`src/rtl/rsb_pkg.sv`:
```
// Package: shared operation codes and flag bit positions for the
// rotate/shift/bit unit. Assumes an 8-bit flag byte with the four flags
// in the upper nibble.
package rsb_pkg;

    localparam int FLAG_W = 8;
    localparam int FZ = 7;
    localparam int FN = 6;
    localparam int FH = 5;
    localparam int FC = 4;

    typedef enum logic [3:0] {
        OP_ACC_RLC = 4'd0,
        OP_ACC_RRC = 4'd1,
        OP_ACC_RL  = 4'd2,
        OP_ACC_RR  = 4'd3,
        OP_RLC     = 4'd4,
        OP_RRC     = 4'd5,
        OP_RL      = 4'd6,
        OP_RR      = 4'd7,
        OP_SHL     = 4'd8,
        OP_SAR     = 4'd9,
        OP_SHR     = 4'd10,
        OP_NSWAP   = 4'd11,
        OP_BTST    = 4'd12,
        OP_BSET    = 4'd13,
        OP_BCLR    = 4'd14,
        OP_NONE    = 4'd15
    } rsb_op_e;

endpackage

```
`src/rtl/rsb_shift.sv`:
```
// Module: rotate / shift / nibble-swap datapath.
// Produces the shifted byte and the bit shifted out for codes 0..11.
// Assumes DATA_W is even (for the half swap). Pure combinational.
module rsb_shift
    import rsb_pkg::*;
#(
    parameter int DATA_W = 8
) (
    input  rsb_op_e           op,
    input  logic [DATA_W-1:0] din,
    input  logic              cin,
    output logic [DATA_W-1:0] dout,
    output logic              cout
);
    localparam int HALF = DATA_W / 2;

    logic msb, lsb;
    assign msb = din[DATA_W-1];
    assign lsb = din[0];

    // Select fill bit and carry-out per operation.
    always_comb begin
        dout = din;
        cout = 1'b0;
        unique case (op)
            OP_ACC_RLC, OP_RLC: begin dout = {din[DATA_W-2:0], msb}; cout = msb; end
            OP_ACC_RRC, OP_RRC: begin dout = {lsb, din[DATA_W-1:1]}; cout = lsb; end
            OP_ACC_RL,  OP_RL:  begin dout = {din[DATA_W-2:0], cin}; cout = msb; end
            OP_ACC_RR,  OP_RR:  begin dout = {cin, din[DATA_W-1:1]}; cout = lsb; end
            OP_SHL:             begin dout = {din[DATA_W-2:0], 1'b0}; cout = msb; end
            OP_SAR:             begin dout = {msb, din[DATA_W-1:1]}; cout = lsb; end
            OP_SHR:             begin dout = {1'b0, din[DATA_W-1:1]}; cout = lsb; end
            OP_NSWAP:           begin dout = {din[HALF-1:0], din[DATA_W-1:HALF]}; cout = 1'b0; end
            default:            begin dout = din; cout = 1'b0; end
        endcase
    end

endmodule

```
`src/rtl/rsb_bitop.sv`:
```
// Module: single-bit test / set / clear datapath.
// Decodes the bit index into a one-hot mask and applies it. Assumes
// IDX_W = clog2(DATA_W). Pure combinational.
module rsb_bitop
    import rsb_pkg::*;
#(
    parameter int DATA_W = 8,
    parameter int IDX_W  = $clog2(DATA_W)
) (
    input  rsb_op_e           op,
    input  logic [DATA_W-1:0] din,
    input  logic [IDX_W-1:0]  idx,
    output logic [DATA_W-1:0] dout,
    output logic              bit_val
);
    logic [DATA_W-1:0] mask;

    // One comparator per bit position builds the one-hot mask.
    for (genvar g = 0; g < DATA_W; g++) begin : g_mask
        assign mask[g] = (idx == IDX_W'(g));
    end

    assign bit_val = |(din & mask);

    // Apply the mask for set/clear; other codes pass the byte through.
    always_comb begin
        unique case (op)
            OP_BSET: dout = din | mask;
            OP_BCLR: dout = din & ~mask;
            default: dout = din;
        endcase
    end

endmodule

```
`src/rtl/rsb_flagmux.sv`:
```
// Module: next-flag and write-enable generation.
// Combines the datapath result with the incoming flags according to the
// flag rule of each operation group. The low flag nibble is always zero.
module rsb_flagmux
    import rsb_pkg::*;
#(
    parameter int DATA_W = 8
) (
    input  rsb_op_e           op,
    input  logic [DATA_W-1:0] res,
    input  logic              cout,
    input  logic              bit_val,
    input  logic [FLAG_W-1:0] fin,
    output logic [FLAG_W-1:0] fout,
    output logic              we
);
    logic res_zero;
    logic z, n, h, c;
    assign res_zero = (res == '0);

    // Choose the four flags for the operation's group.
    always_comb begin
        z = fin[FZ]; n = fin[FN]; h = fin[FH]; c = fin[FC];
        we = 1'b1;
        unique case (op)
            OP_ACC_RLC, OP_ACC_RRC, OP_ACC_RL, OP_ACC_RR: begin
                z = 1'b0; n = 1'b0; h = 1'b0; c = cout;
            end
            OP_RLC, OP_RRC, OP_RL, OP_RR, OP_SHL, OP_SAR, OP_SHR: begin
                z = res_zero; n = 1'b0; h = 1'b0; c = cout;
            end
            OP_NSWAP: begin
                z = res_zero; n = 1'b0; h = 1'b0; c = 1'b0;
            end
            OP_BTST: begin
                z = ~bit_val; n = 1'b0; h = 1'b1; we = 1'b0;
            end
            OP_BSET, OP_BCLR: begin
                we = 1'b1;
            end
            default: begin
                we = 1'b0;
            end
        endcase
    end

    // Pack flags into the upper nibble; lower nibble reads as zero.
    assign fout = {z, n, h, c, 4'b0000};

endmodule

```
`src/rtl/rsb_unit.sv`:
```
// Module: top of the rotate/shift/bit unit.
// Routes the operand to the shift path or the bit path by operation code
// and generates flags and write enable. Fully combinational; assumes the
// caller registers the outputs.
module rsb_unit
    import rsb_pkg::*;
#(
    parameter int DATA_W = 8,
    localparam int IDX_W = $clog2(DATA_W)
) (
    input  logic [3:0]        op_sel,
    input  logic [DATA_W-1:0] operand,
    input  logic [IDX_W-1:0]  bit_idx,
    input  logic [FLAG_W-1:0] flags_in,
    output logic [DATA_W-1:0] result,
    output logic [FLAG_W-1:0] flags_out,
    output logic              result_we
);
    rsb_op_e           op;
    logic [DATA_W-1:0] sh_res, bt_res;
    logic              sh_cout, bt_val;

    assign op = rsb_op_e'(op_sel);

    rsb_shift #(.DATA_W(DATA_W)) u_shift (
        .op(op), .din(operand), .cin(flags_in[FC]),
        .dout(sh_res), .cout(sh_cout)
    );

    rsb_bitop #(.DATA_W(DATA_W), .IDX_W(IDX_W)) u_bitop (
        .op(op), .din(operand), .idx(bit_idx),
        .dout(bt_res), .bit_val(bt_val)
    );

    // Pick the shift path for codes 0..11, the bit path otherwise.
    always_comb begin
        if (op_sel <= 4'd11) result = sh_res;
        else                 result = bt_res;
    end

    rsb_flagmux #(.DATA_W(DATA_W)) u_flags (
        .op(op), .res(result), .cout(sh_cout), .bit_val(bt_val),
        .fin(flags_in), .fout(flags_out), .we(result_we)
    );

endmodule

```
`config.mk`:
```
export PLATFORM = sky130hd
export DESIGN_NAME = rsb_unit
export DESIGN_NICKNAME = d
export VERILOG_FILES = /design/src/rtl/rsb_pkg.sv /design/src/rtl/rsb_shift.sv /design/src/rtl/rsb_bitop.sv /design/src/rtl/rsb_flagmux.sv /design/src/rtl/rsb_unit.sv
export SDC_FILE = /design/constraint.sdc
export NUM_CORES = 1
export LEC_CHECK = 0
export BUFFER_PORTS_ARGS = -buffer_cell sky130_fd_sc_hd__buf_2
export CORE_UTILIZATION = 45
export DETAILED_ROUTE_END_ITERATION = 8
export GPL_TIMING_DRIVEN = 0
export PLACE_DENSITY = 0.78
export SETUP_SLACK_MARGIN = 0.4
export SLEW_MARGIN = 5
export SYNTH_ARGS = -nofsm -noshare
export SYNTH_HDL_FRONTEND = slang
export SYNTH_SLANG_ARGS = --single-unit
```
`constraint.sdc`:
```
create_clock -name vclk -period 5.8
set_clock_uncertainty 0.2 [all_clocks]
set_input_delay 0.58 -clock vclk [all_inputs]
set_output_delay 0.58 -clock vclk [all_outputs]
set_load 0.01 [all_outputs]
```
; ---- Word level (Yosys, flattened, before mapping)
; Index checks and enable logic that the tools add are counted.
[totals]
reg_bits = 0
inputBits = 23
output_inout_bits = 17
word_cells = 52
[classes]
n_lt_le_gt_ge = 1
eq_ne = 21
mux = 9
n_bitwise = 5
n_reduce_logical = 16
[ops]
columns = cell, count
row1 = one-hot mux 8 bit (8 select lines), 1
row2 = "== test 4 bit, second input constant", 7
row3 = AND 8 bit, 2
row4 = "== test 4 x 3 -> 1 bit, second input constant", 4
row5 = one-hot mux 8 bit (2 select lines), 1
row6 = OR reduction 8 bit, 2
row7 = OR reduction 14 bit, 1
row8 = OR reduction 13 bit, 1
row9 = "== test 3 bit, second input constant", 4
row10 = OR reduction 12 bit, 1
row11 = OR reduction 11 bit, 1
row12 = "== test 4 x 2 -> 1 bit, second input constant", 2
row13 = zero test 8 bit, 1
row14 = two-way mux 8 bit, 1
row15 = inverter 8 bit, 1
row16 = bitwise OR 8 bit, 1
row17 = OR reduction 2 bit, 4
row18 = "== test 3 x 2 -> 1 bit, second input constant", 2
row19 = one-hot mux 1 bit (2 select lines), 3
row20 = OR reduction 6 bit, 1
row21 = OR reduction 5 bit, 1
row22 = "== test 4 x 1 -> 1 bit, second input constant", 1
row23 = "<= comparator 4 bit, second input constant", 1
row24 = zero test 4 bit, 1
row25 = other kinds (6), 7

; ---- Logic depth before layout (Yosys ltp)
; Gate-level depths: netlist of the first run.
[logic_depth]
word_depth = 7
mapped_depth = 10
mapped_depth_nobuf = 8

; ---- Cells and area by module
; A second synthesis of the first run with hierarchy kept.
[unflattened]
hier_cells = 132
hier_area_um2 = 924.6
[modules_own_cells]
columns = module, n_inst, cells_each, area_per_inst_um2, seq_area_each_um2
row1 = rsb_shift, 1, 65, 366.6, 0.0
row2 = rsb_bitop, 1, 32, 296.5, 0.0
row3 = rsb_flagmux, 1, 26, 165.2, 0.0
row4 = rsb_unit, 1, 9, 96.3, 0.0

; ---- Worst setup path after synthesis of the first run
; Ideal clock, no wire load.
[synth_timing]
path_type = input to output
startpoint = in op_sel[2]
endpoint = out flags_out[7]
arrival_ns = 2.284
required_time_ns = 5.020
slack_ns = 2.736
cell_stages = 9
path_buffers = 1
cell_sequence = inv_1 > ha_1 > nor2_2 > and2_1 > nor2_1 > o31a_1 > or4_1 > o21ai_1 > buf_4
[synth_via]
elab_chain_len = 6
word_cells_on_any_way = 27
cone_classes = order compare: 1 / eq/ne: 14 / mux: 4 / reduce/logical: 8
[synth_rtl]
columns = item, line
row1 = from (decl), rsb_unit.sv:11  ; input logic [3:0] op_sel,
row2 = "== test 4 x 2 -> 1 bit, or another cell as far along", rsb_shift.sv:25  ; unique case (op)
row3 = OR reduction 2 bit, n/a
row4 = one-hot mux 8 bit (8 select lines), rsb_shift.sv:25
row5 = two-way mux 8 bit *, rsb_unit.sv:37  ; if (op_sel <= 4'd11) result = sh_res;
row6 = named net result[4], rsb_unit.sv:15  ; output logic [DATA_W-1:0] result,
row7 = zero test 8 bit *, rsb_flagmux.sv:19  ; assign res_zero = (res == '0);
row8 = one-hot mux 1 bit (3 select lines) *, rsb_flagmux.sv:25  ; unique case (op)
row9 = to (decl), rsb_unit.sv:16  ; output logic [FLAG_W-1:0] flags_out,
; The timed path passes the listed nets; every way through them passes the cells marked *.

; ---- Final worst setup path of the first run
[layout_timing]
startpoint = in op_sel[2]
endpoint = out flags_out[7]
[layout_via]
elab_chain_len = 6
word_cells_on_any_way = 27
cone_classes = order compare: 1 / eq/ne: 14 / mux: 4 / reduce/logical: 8
[layout_rtl]
columns = item, line
row1 = "== test 4 x 2 -> 1 bit, or another cell as far along", "rsb_shift.sv:25, rsb_flagmux.sv:25"
row2 = OR reduction 2 bit, n/a
row3 = one-hot mux 8 bit (8 select lines), rsb_shift.sv:25
row4 = two-way mux 8 bit, rsb_unit.sv:37
row5 = zero test 8 bit, rsb_flagmux.sv:19
row6 = one-hot mux 1 bit (3 select lines) *, rsb_flagmux.sv:25
; Mark *: on every way between the ends. The rest lies on a longest branch, timed or not.

==> summary.md, run 1 <==
| Metric | Value |
|---|---|
| Status | `finished, final reports clean` |
| Final nets | `between 200 and 250` |
| Endpoints failing hold | `0` |
| Area growth, synth to finish | `21.2%` |
| Max Slew Vio Count | `0` |
| Area of the die | `2280 sq um` |
| Lkg Pwr | `between 0.5 and 0.6 nW` |
| Pwr dens | `about 87 nW/um^2` |
| Post-CTS setup buffer count | `0` |
| CP endpoint kind | `output pin` |
| CTS Hold Bufs | `0` |
| Total Neg Setup Slack | `0 ps` |
| Seq/Total Area, Yosys | `0%` |
| Site Rows | `16` |
| Max Cap Viol | `0` |
| FF+latch area | `0 sq um` |
| Final Util | `58.3%` |
| Vias | `1,242` |
| P_sw | `0.0563 mW` |
| Worst hold endpoint | `flags_out[4]` |
| Placed Area | `1140 sq um` |
| Routed wire per std cell | `14.4 microns` |
| Final setup viols | `0` |
| Peak VDD IR | `0.0000420 V` |
| Placer Congestion | `0.937` |
| Combinational Power Share | `100.0%` |
| Fin area | `1140 sq um` |
| Crit path time final | `3470 ps` |
| Crit path cell chain | `buf_2, inv_1, ha_1, buf_2, and3_1, a2111oi_1, nand2_1, a2111o_1, o21ai_1, buf_4, buf_2` |
| Clk network pwr share | `0%` |
| DR pass1 iterations | `4` |
| Final wirelength | `2900 microns` |
| Remaining Overflow, GRT | `0` |
| Worst hold path startpoint | `flags_in[4]` |
| Max stage delay on crit path | `520 ps` |
| Crit-path leading delay family | `compound AO/OA/AOI/OAI gates` |
| Avg Vias per Cell | `6.18` |
| Type of the worst min-delay path | `in2out` |
| Synth cell types | `49` |
| Crit path max fanout | `9` |
| Core Area | `1960 sq um` |
| Initial antenna violation count | `0` |
| Die width | `47.8 microns` |
| First-pass GRT wire length | `4270 microns` |
| Clock buffer cells | `0` |
| Sequential cells | `0` |
| Ys Warns | `0` |
| Most instantiated library cell after synthesis | `nand2_1` |
| Register share of total power | `0%` |
| Area of the multi-input gates | `785 sq um` |
| Layout cells sized above 1 | `31.6%` |
| Kind of critical path | `in2out` |
| Hold path cells | `4` |
| DR DRC count | `0` |
| Post-DP HPWL | `~2200 microns` |
| Initial Utilization | `48.1%` |
| Fillers | `208` |
| N_diodes | `0` |
| Resized cells post-CTS | `0` |
| DRT iter0 DRCs | `83` |
| Post-synth top cells | `nand2_1 (15), a21oi_1 (14), buf_4 (10), nor2_1 (8)` |
| Pin count of the biggest net entering global routing | `11` |
| Post-Synthesis Cells | `140` |
| Post-Synth Simple-Gate Area | `21.0%` |
| Synthesized area | `roughly 940 sq um` |
| Period Utilization, post-route | `59.8%` |
| Port bufs | `31` |
| Switching share of power | `between 50% and 60%` |
| CP required | `5020 ps` |
| Total Routing Usage GR | `roughly a quarter` |
| Most frequent CP cell | `buf_2` |
| Largest family of logic cells by synthesized area | `compound AO/OA/AOI/OAI gates` |
| Max Freq | `a little under 300 MHz` |
| Post-synthesis mux area share | `8.62%` |
| Xor/xnor share of the synthesized area | `0.928%` |
| Critical Path AT | `2690 ps` |
| Internal power | `roughly 0.044 mW` |
| Total I/O pin count | `40` |
| Vias in the first global route | `988` |
| Max stage delay cell, worst path | `a2111oi_1` |
| Top cell type's share of synthesized area | `slightly below 8%` |
| Startpoint Class | `input port` |
| Top cells by area, synth | `buf_4 (8.0%), a21oi_1 (7.4%), mux2i_1 (7.4%)` |
| RSZ-0062 raised after global routing | `false` |
| Avg Synthesized Cell Area | `6.74 sq um` |
| Area share of fa/ha/maj cells after synthesis | `5.31%` |
| Synth area leader | `buf_4` |
| Antenna-violating nets left | `0` |
| Synth Area in Compound Gates | `45.8%` |
| Worst Path Buf+Inv | `5` |
| Die H | `47.8 microns` |
layout make-up:
class | count | area share, %
multi-input cells | 117 | 68.6
repair buffers | 31 | 13.6
plain buffers | 18 | 12.3
well taps | 27 | 2.95
inverters | 8 | 2.63
routing by layer:
layer / global-route usage, % / share of wire [%] / up-vias
li1: - / - / 595
met1: 34.4 / 42 / 558
met2: 44.3 / 47 / 81
met3: 1.13 / 8.4 / 8
met4: 8.33 / 2.6 / 0
met5: 0 / 0 / -
power by group through the flow:
stage | Sequential [mW] | Combinational, mW | Clock, mW
5_1_grt | 0 | 0.109 | 0
3_5_place_dp | 0 | 0.0980 | 0
2_1_floorplan | 0 | 0.0652 | 0
3_3_place_gp | 0 | 0.0963 | 0
4_1_cts | 0 | 0.0985 | 0
6_report | 0 | 0.0999 | 0
placed cells by master (no fill, tap or decap), types with 2 or more instances in the layout:
| cell | Yosys | final |
|---|---|---|
| a22o_1 | 2 | 2 |
| a221oi_1 | 3 | 3 |
| and3_1 | 2 | 2 |
| nand2b_1 | 2 | 2 |
| nand3_1 | 3 | 3 |
| o21ai_0 | 7 | 7 |
| and2_1 | 2 | 2 |
| a31oi_1 | 5 | 5 |
| inv_1 | 6 | 6 |
| a41oi_1 | 3 | 3 |
| nor2_1 | 8 | 8 |
| o31ai_1 | 4 | 4 |
| a211oi_1 | 2 | 2 |
| a32oi_1 | 3 | 3 |
| buf_4 | 10 | 10 |
| o21a_1 | 2 | 2 |
| o221ai_1 | 2 | 2 |
| a21oi_1 | 14 | 14 |
| conb_1 | 1 | 4 |
| buf_6 | 4 | 4 |
| ha_1 | 4 | 4 |
| nand2_1 | 15 | 15 |
| buf_2 | 4 | 35 |
| mux2i_1 | 7 | 7 |
stage by stage:
| stage | worst slack [ps] | hold WS (ps) | instances | power (mW) |
|---|---|---|---|---|
| 2_1_floorplan | 2740 | 1090 | 143 | 0.0652 |
| 3_3_place_gp | 2360 | 1350 | 201 | 0.0963 |
| 3_5_place_dp | 2330 | 1360 | 201 | 0.0980 |
| 4_1_cts | 2330 | 1370 | 201 | 0.0985 |
| 5_1_grt | 2160 | 1390 | 201 | 0.109 |
| 6_report | 2330 | 1370 | 201 | 0.0999 |
worst max-delay path by stage:
stage          startpoint            to  slack [ps]  cells past startpoint
3_5_place_dp    op_sel[2]  flags_out[7]        2330                     11
5_1_grt         op_sel[2]  flags_out[7]        2160                     11
2_1_floorplan   op_sel[2]  flags_out[7]        2740                      9
4_1_cts         op_sel[2]  flags_out[7]        2330                     11
3_3_place_gp    op_sel[2]  flags_out[7]        2360                     11
6_report        op_sel[2]  flags_out[7]        2330                     11
kinds of logic (layout without fill, tap and decap cells):
family | count (synthesis) | in the layout
buffers and inverters | 26 | 57
XOR/XNOR | 1 | 1
other | 1 | 4
adder cells (fa/ha/maj) | 4 | 4
AND/OR/NAND/NOR | 40 | 40
multiplexers | 8 | 8
AO/OA/AOI/OAI | 60 | 60
Note: power is estimated with default switching activity, not from simulation.
==> inputs of run 2 (changes only) <==
ABC_AREA = 1   (was not set)
PLACE_DENSITY = 0.81   (was 0.78)
clock period = 2.8 ns   (was 5.8 ns; I/O delays follow)
==> summary.md, run 2 <==
| Metric | Value |
|---|---|
| Status | `finished, final reports clean` |
| Pwr dens | `172 nW/um^2 (+97%)` |
| Clock buffer cells | `0 (unchanged)` |
| Final Util | `65.1% (+6.8 points)` |
| Ys Warns | `0 (unchanged)` |
| Vias in the first global route | `877 (-11%)` |
| Area growth, synth to finish | `36.3%` |
| Peak VDD IR | `0.000112 V (+170%)` |
| N_diodes | `0 (unchanged)` |
| Commonest non-fill, non-tap cell in the layout | `nand2_1` |
| Synth cell types | `30 (-39%)` |
| Most instantiated library cell after synthesis | `nand2_1` |
| Layout cells sized above 1 | `39.1% (+7.5 points)` |
| Post-Synthesis Cells | `180 (+29%)` |
| Routed wire per std cell | `11.1 microns (-23%)` |
| Kind of critical path | `in2out` |
| Period Utilization, post-route | `83.2%` |
| Pin count of the biggest net entering global routing | `11 (unchanged)` |
| Endpoints failing hold | `0 (unchanged)` |
| Die H | `47.6 microns (-0.31%)` |
| Vias | `1,261 (+1.5%)` |
| Avg Vias per Cell | `5.21 (-16%)` |
| Top cell type's share of synthesized area | `17.6% (+9.7 points)` |
| Core Area | `1960 sq um (unchanged)` |
| Max Freq | `430 MHz` |
| CP endpoint kind | `output pin` |
| Synthesized area | `937 sq um (-0.66%)` |
| Crit path max fanout | `8 (-1)` |
| Fillers | `196 (-5.8%)` |
| DRT iter0 DRCs | `55 (-34%)` |
| Critical Path AT | `1850 ps (-840 ps)` |
| Post-DP HPWL | `1990 microns (-11%)` |
| Sequential cells | `0 (unchanged)` |
| Synth area leader | `nand2_1` |
| Max Cap Viol | `0 (unchanged)` |
| Worst Setup SP | `op_sel[3]` |
| Finished Layout Cells | `242 (+20%)` |
| Worst hold margin | `756 ps (-613 ps)` |
| Avg Synthesized Cell Area | `5.21 sq um (-23%)` |
| Final wirelength | `2690 microns (-7.5%)` |
| Top cells by area, synth | `nand2_1 (18%), inv_1 (13%), nand3_1 (9.1%)` |
| CTS Hold Bufs | `0 (unchanged)` |
| Type of the worst min-delay path | `in2out` |
| DR pass1 iterations | `4 (unchanged)` |
| FF+latch area | `0 sq um (unchanged)` |
| RSZ-0062 raised after global routing | `false` |
| Placer Congestion | `0.909 (-2.9%)` |
| CP required | `2320 ps (-2700 ps)` |
| Max Slew Vio Count | `0 (unchanged)` |
| Post-synth top cells | `nand2_1 (44), inv_1 (32), nand3_1 (17), a21oi_1 (15), nor2_1 (13)` |
| Placed Cells | `240 (+19%)` |
| Final setup viols | `0 (unchanged)` |
| Area of the die | `2270 sq um (-0.63%)` |
| Placed Area | `1130 sq um (-0.98%)` |
| Lkg Pwr | `0.687 nW (+25%)` |
| Startpoint Class | `input port` |
| Total Neg Setup Slack | `0 ps (unchanged)` |
| CP Capture Point | `flags_out[7]` |
| Port bufs | `30 (-3.2%)` |
| Initial Utilization | `47.8% (-0.32 points)` |
| Crit path time final | `2330 ps` |
| Total I/O pin count | `40 (unchanged)` |
| Site Rows | `16 (unchanged)` |
| Total Routing Usage GR | `21.2% (-4.6 points)` |
| DR DRC count | `0 (unchanged)` |
| Initial antenna violation count | `0 (unchanged)` |
| Die width | `47.6 microns (-0.31%)` |
| Seq/Total Area, Yosys | `0% (unchanged)` |
| Highest-count cells in the layout ignoring fill and taps | `nand2_1 (41), buf_2 (28), inv_1 (27)` |
| Final nets | `244 (+20%)` |
| First-pass GRT wire length | `3560 microns (-17%)` |
| Fin area | `1280 sq um (+12%)` |
| Remaining Overflow, GRT | `0 (unchanged)` |
| Antenna-violating nets left | `0 (unchanged)` |
==> run 2: cell types whose count changed after synthesis, sizes merged, moves of 4 or more <==
cell / previous run / this run
a31oi: 5 / 0
inv: 7 / 35
o31ai: 4 / 0
nand3: 3 / 21
buf: 18 / 12
nand2: 15 / 47
mux2i: 7 / 0
o21ai: 8 / 14
nor2: 9 / 18
==> run 2: worst min-delay path by stage <==
stage | startpoint | endpoint | slack [ps] | cells after the start
after global routing | flags_in[5] | flags_out[5] | 800 | 5
after detailed placement | flags_in[5] | flags_out[5] | 760 | 5
after global placement | flags_in[5] | flags_out[5] | 750 | 5
final | flags_in[5] | flags_out[5] | 760 | 5
after floorplan | flags_in[5] | flags_out[5] | 570 | 3
after CTS | flags_in[5] | flags_out[5] | 760 | 5
==> run 2: critical path, stage by stage <==
cell     delay [ps]
buf_4           130
inv_2            90
ha_4            200
nor2_4           60
o21ai_2         280
nand2_1         120
nand3_2         100
a21oi_2          70
nand2_1          80
nor2_1           40
nand2_1          80
nand3_2          80
buf_4           140
buf_6           110
==> run 2: cell type report <==
type / instances / area (sq um) / area share, %
plain buffers: 12 / 98.8 / 7.74
inverters: 35 / 141 / 11.1
multi-input cells: 136 / 827 / 64.7
well taps: 27 / 33.8 / 2.64
repair buffers: 32 / 176 / 13.8
==> run 2: what timing repair did <==
| action | CTS | global route |
|---|---|---|
| cloned | 0 | 0 |
| endpoints found under the setup margin | 1 | 2 |
| gates resized for setup | 5 | 32 |
| setup buffers | 0 | 2 |
| pin swaps | 2 | 9 |
==> run 2: report_power, final <==
| group | switching [mW] | internal, mW |
|---|---|---|
| logic | 0.129 | 0.0916 |
| registers | 0 | 0 |
| clock network | 0 | 0 |
==> run 2: metrics by stage <==
stage | setup WS (ps) | power [mW]
6_report | 472 | 0.220
5_1_grt | 371 | 0.243
4_1_cts | 401 | 0.190
2_1_floorplan | 801 | 0.128
3_5_place_dp | 316 | 0.186
3_3_place_gp | 306 | 0.185
==> run 2: layer usage <==
metal  wire, microns  up-vias  part of all wire, %  global-route usage (%)
li1                -      641                    -                       -
met1            1150      544                   43                    30.9
met2            1260       70                   47                    36.7
met3             244        6                  9.1                       0
met4              27        0                  1.0                    1.67
met5               0        -                    0                       0
==> run 2: kinds of logic after synthesis <==
group                    Yosys count  share of synthesized area [%]
other                              1                          0.400
AO/OA/AOI/OAI                     36                           22.2
adder cells (fa/ha/maj)            4                           5.34
buffers and inverters             47                           24.4
AND/OR/NAND/NOR                   92                           47.7
==> inputs of run 3 (changes only) <==
clock period = 1.94 ns   (was 2.8 ns; I/O delays follow)
==> summary.md, run 3 (synthesis gave the netlist of run 2 again) <==
| Metric | Value |
|---|---|
| Status | `complete, but fails checks` |
| Violated checks | `setup timing` |
| Core Area | `1960 sq um (unchanged)` |
| Area of the multi-input gates | `888 sq um (+7.4%)` |
| Setup ws final | `-124 ps (-596 ps)` |
| CP required | `1550 ps (-770 ps)` |
| Die width | `47.6 microns (unchanged)` |
| Highest-count cells in the layout ignoring fill and taps | `nand2_1 (40), inv_1 (27), buf_2 (22)` |
| Clk network pwr share | `0% (unchanged)` |
| Combinational Power Share | `100.0% (about the same)` |
| Max Slew Vio Count | `0 (unchanged)` |
| Total I/O pin count | `40 (unchanged)` |
| Routed wire per std cell | `13.0 microns (+17%)` |
| Post-DP HPWL | `2070 microns (+4.2%)` |
| Period Utilization, post-route | `106%` |
| Final nets | `254 (+4.1%)` |
| DRT iter0 DRCs | `51 (-7.3%)` |
| RSZ-0062 raised after global routing | `true` |
| Critical Path AT | `1670 ps (-180 ps)` |
| Pin count of the biggest net entering global routing | `10 (-1)` |
| Sequential cells | `0 (unchanged)` |
| Max Cap Viol | `0 (unchanged)` |
| Max stage delay cell, worst path | `o21ai_4` |
| Vias in the first global route | `1,060 (+21%)` |
| Crit path max fanout | `8 (unchanged)` |
| Die H | `47.6 microns (unchanged)` |
| Area growth, synth to finish | `63.7%` |
| DR DRC count | `0 (unchanged)` |
| Clock buffer cells | `0 (unchanged)` |
| Crit path cell chain | `buf_12, inv_6, ha_4, o21ai_4, nand3_4, nand2_2, nand3_1, a21oi_2, nand2_1, nor2_2, nand2_1, nand3_1, buf_4, buf_6` |
| DR pass1 iterations | `4 (unchanged)` |
| P_sw | `0.217 mW (+69%)` |
| Layout cells sized above 1 | `45.3% (+6.3 points)` |
| Pwr dens | `261 nW/um^2 (+51%)` |
| Lkg Pwr | `0.790 nW (+15%)` |
| Max stage delay on crit path | `180 ps (-100 ps)` |
| Register share of total power | `0% (unchanged)` |
| Initial antenna violation count | `0 (unchanged)` |
| Total Routing Usage GR | `27.6% (+6.4 points)` |
| Area of the die | `2270 sq um (unchanged)` |
| FF+latch area | `0 sq um (unchanged)` |
| First-pass GRT wire length | `4550 microns (+28%)` |
| Vias | `1,386 (+9.9%)` |
| Antenna-violating nets left | `0 (unchanged)` |
| Initial Utilization | `47.8% (unchanged)` |
| CTS Hold Bufs | `0 (unchanged)` |
| N_diodes | `0 (unchanged)` |
| Worst Path Buf+Inv | `4 (unchanged)` |
| Endpoints failing hold | `0 (unchanged)` |
| Placer Congestion | `0.917 (+0.88%)` |
| Startpoint Class | `input port` |
| Worst hold margin | `607 ps (-149 ps)` |
| Final setup viols | `2 (+2)` |
| Site Rows | `16 (unchanged)` |
| Fillers | `141 (-28%)` |
| Remaining Overflow, GRT | `0 (unchanged)` |
| Switching share of power | `54.2% (-4.2 points)` |
| Kind of critical path | `in2out` |
| Internal power | `0.183 mW (+100%)` |
| Commonest non-fill, non-tap cell in the layout | `nand2_1` |
| Peak VDD IR | `0.000158 V (+41%)` |
| Type of the worst min-delay path | `in2out` |
| Avg Vias per Cell | `5.50 (+5.6%)` |
| Final wirelength | `3280 microns (+22%)` |
| Crit path time final | `2060 ps` |
| Port bufs | `30 (unchanged)` |
| Place WS | `-222 ps (-537 ps)` |
| Max Freq | `484 MHz` |
| CP endpoint kind | `output pin` |
| Crit-path leading delay family | `simple AND/OR/NAND/NOR gates` |
==> run 3: changes by cell type in the layout (fill, tap and decap cells not counted), sizes merged <==
cell | before | now
clkinv | 0 | 1
inv | 35 | 34
buf | 44 | 54
==> run 3: worst paths after layout <==
kind	slack [ps]	to	from	cells after the start
worst max-delay path	-120	flags_out[7]	op_sel[3]	14
worst min-delay path	610	flags_out[5]	flags_in[5]	5
==> run 3: per-layer routing <==
layer  routed length [microns]  GRT usage, %  share of wire, %  vias up
met4                        95          5.00               2.9        0
met1                      1290          38.2                39      628
li1                          -             -                 -      662
met2                      1590          47.1                49       82
met3                       297          2.26               9.1       14
met5                         0             0                 0        -
==> run 3: worst min-delay path: stages <==
cell and delay [ps]:
buf_2 80, nor2_1 50, nor2_4 100, buf_6 90, buf_6 90
==> run 3: power by group through the flow <==
| stage | Combinational [mW] | Sequential (mW) | Clock (mW) |
|---|---|---|---|
| after global placement | 0.276 | 0 | 0 |
| after detailed placement | 0.279 | 0 | 0 |
| after floorplan | 0.194 | 0 | 0 |
| final | 0.400 | 0 | 0 |
| after global routing | 0.433 | 0 | 0 |
| after CTS | 0.358 | 0 | 0 |
==> run 3: cell type report <==
cell class / instances / share of cell area [%]
inverters: 35 / 10.4
multi-input cells: 136 / 57.9
repair buffers: 42 / 21.6
plain buffers: 12 / 7.91
well taps: 27 / 2.20
==> run 3: timing repair <==
item | 4_1_cts | 5_1_grt
endpoints found under the setup margin | 13 | 13
gates resized for setup | 50 | 15
pin swaps | 24 | 16
buffers inserted | 11 | 1
==> run 3: through the flow <==
step                      power, mW  util [%]  cells  TNS (ps)  cell area [sq um]
after global routing          0.433      78.2    252      -481               1530
after detailed placement      0.279      59.4    240      -299               1170
after CTS                     0.358      74.9    251     -99.8               1470
final                         0.400      78.2    252      -200               1530
after floorplan               0.194         -    183         0                982
after global placement        0.276      59.4    240      -328               1170
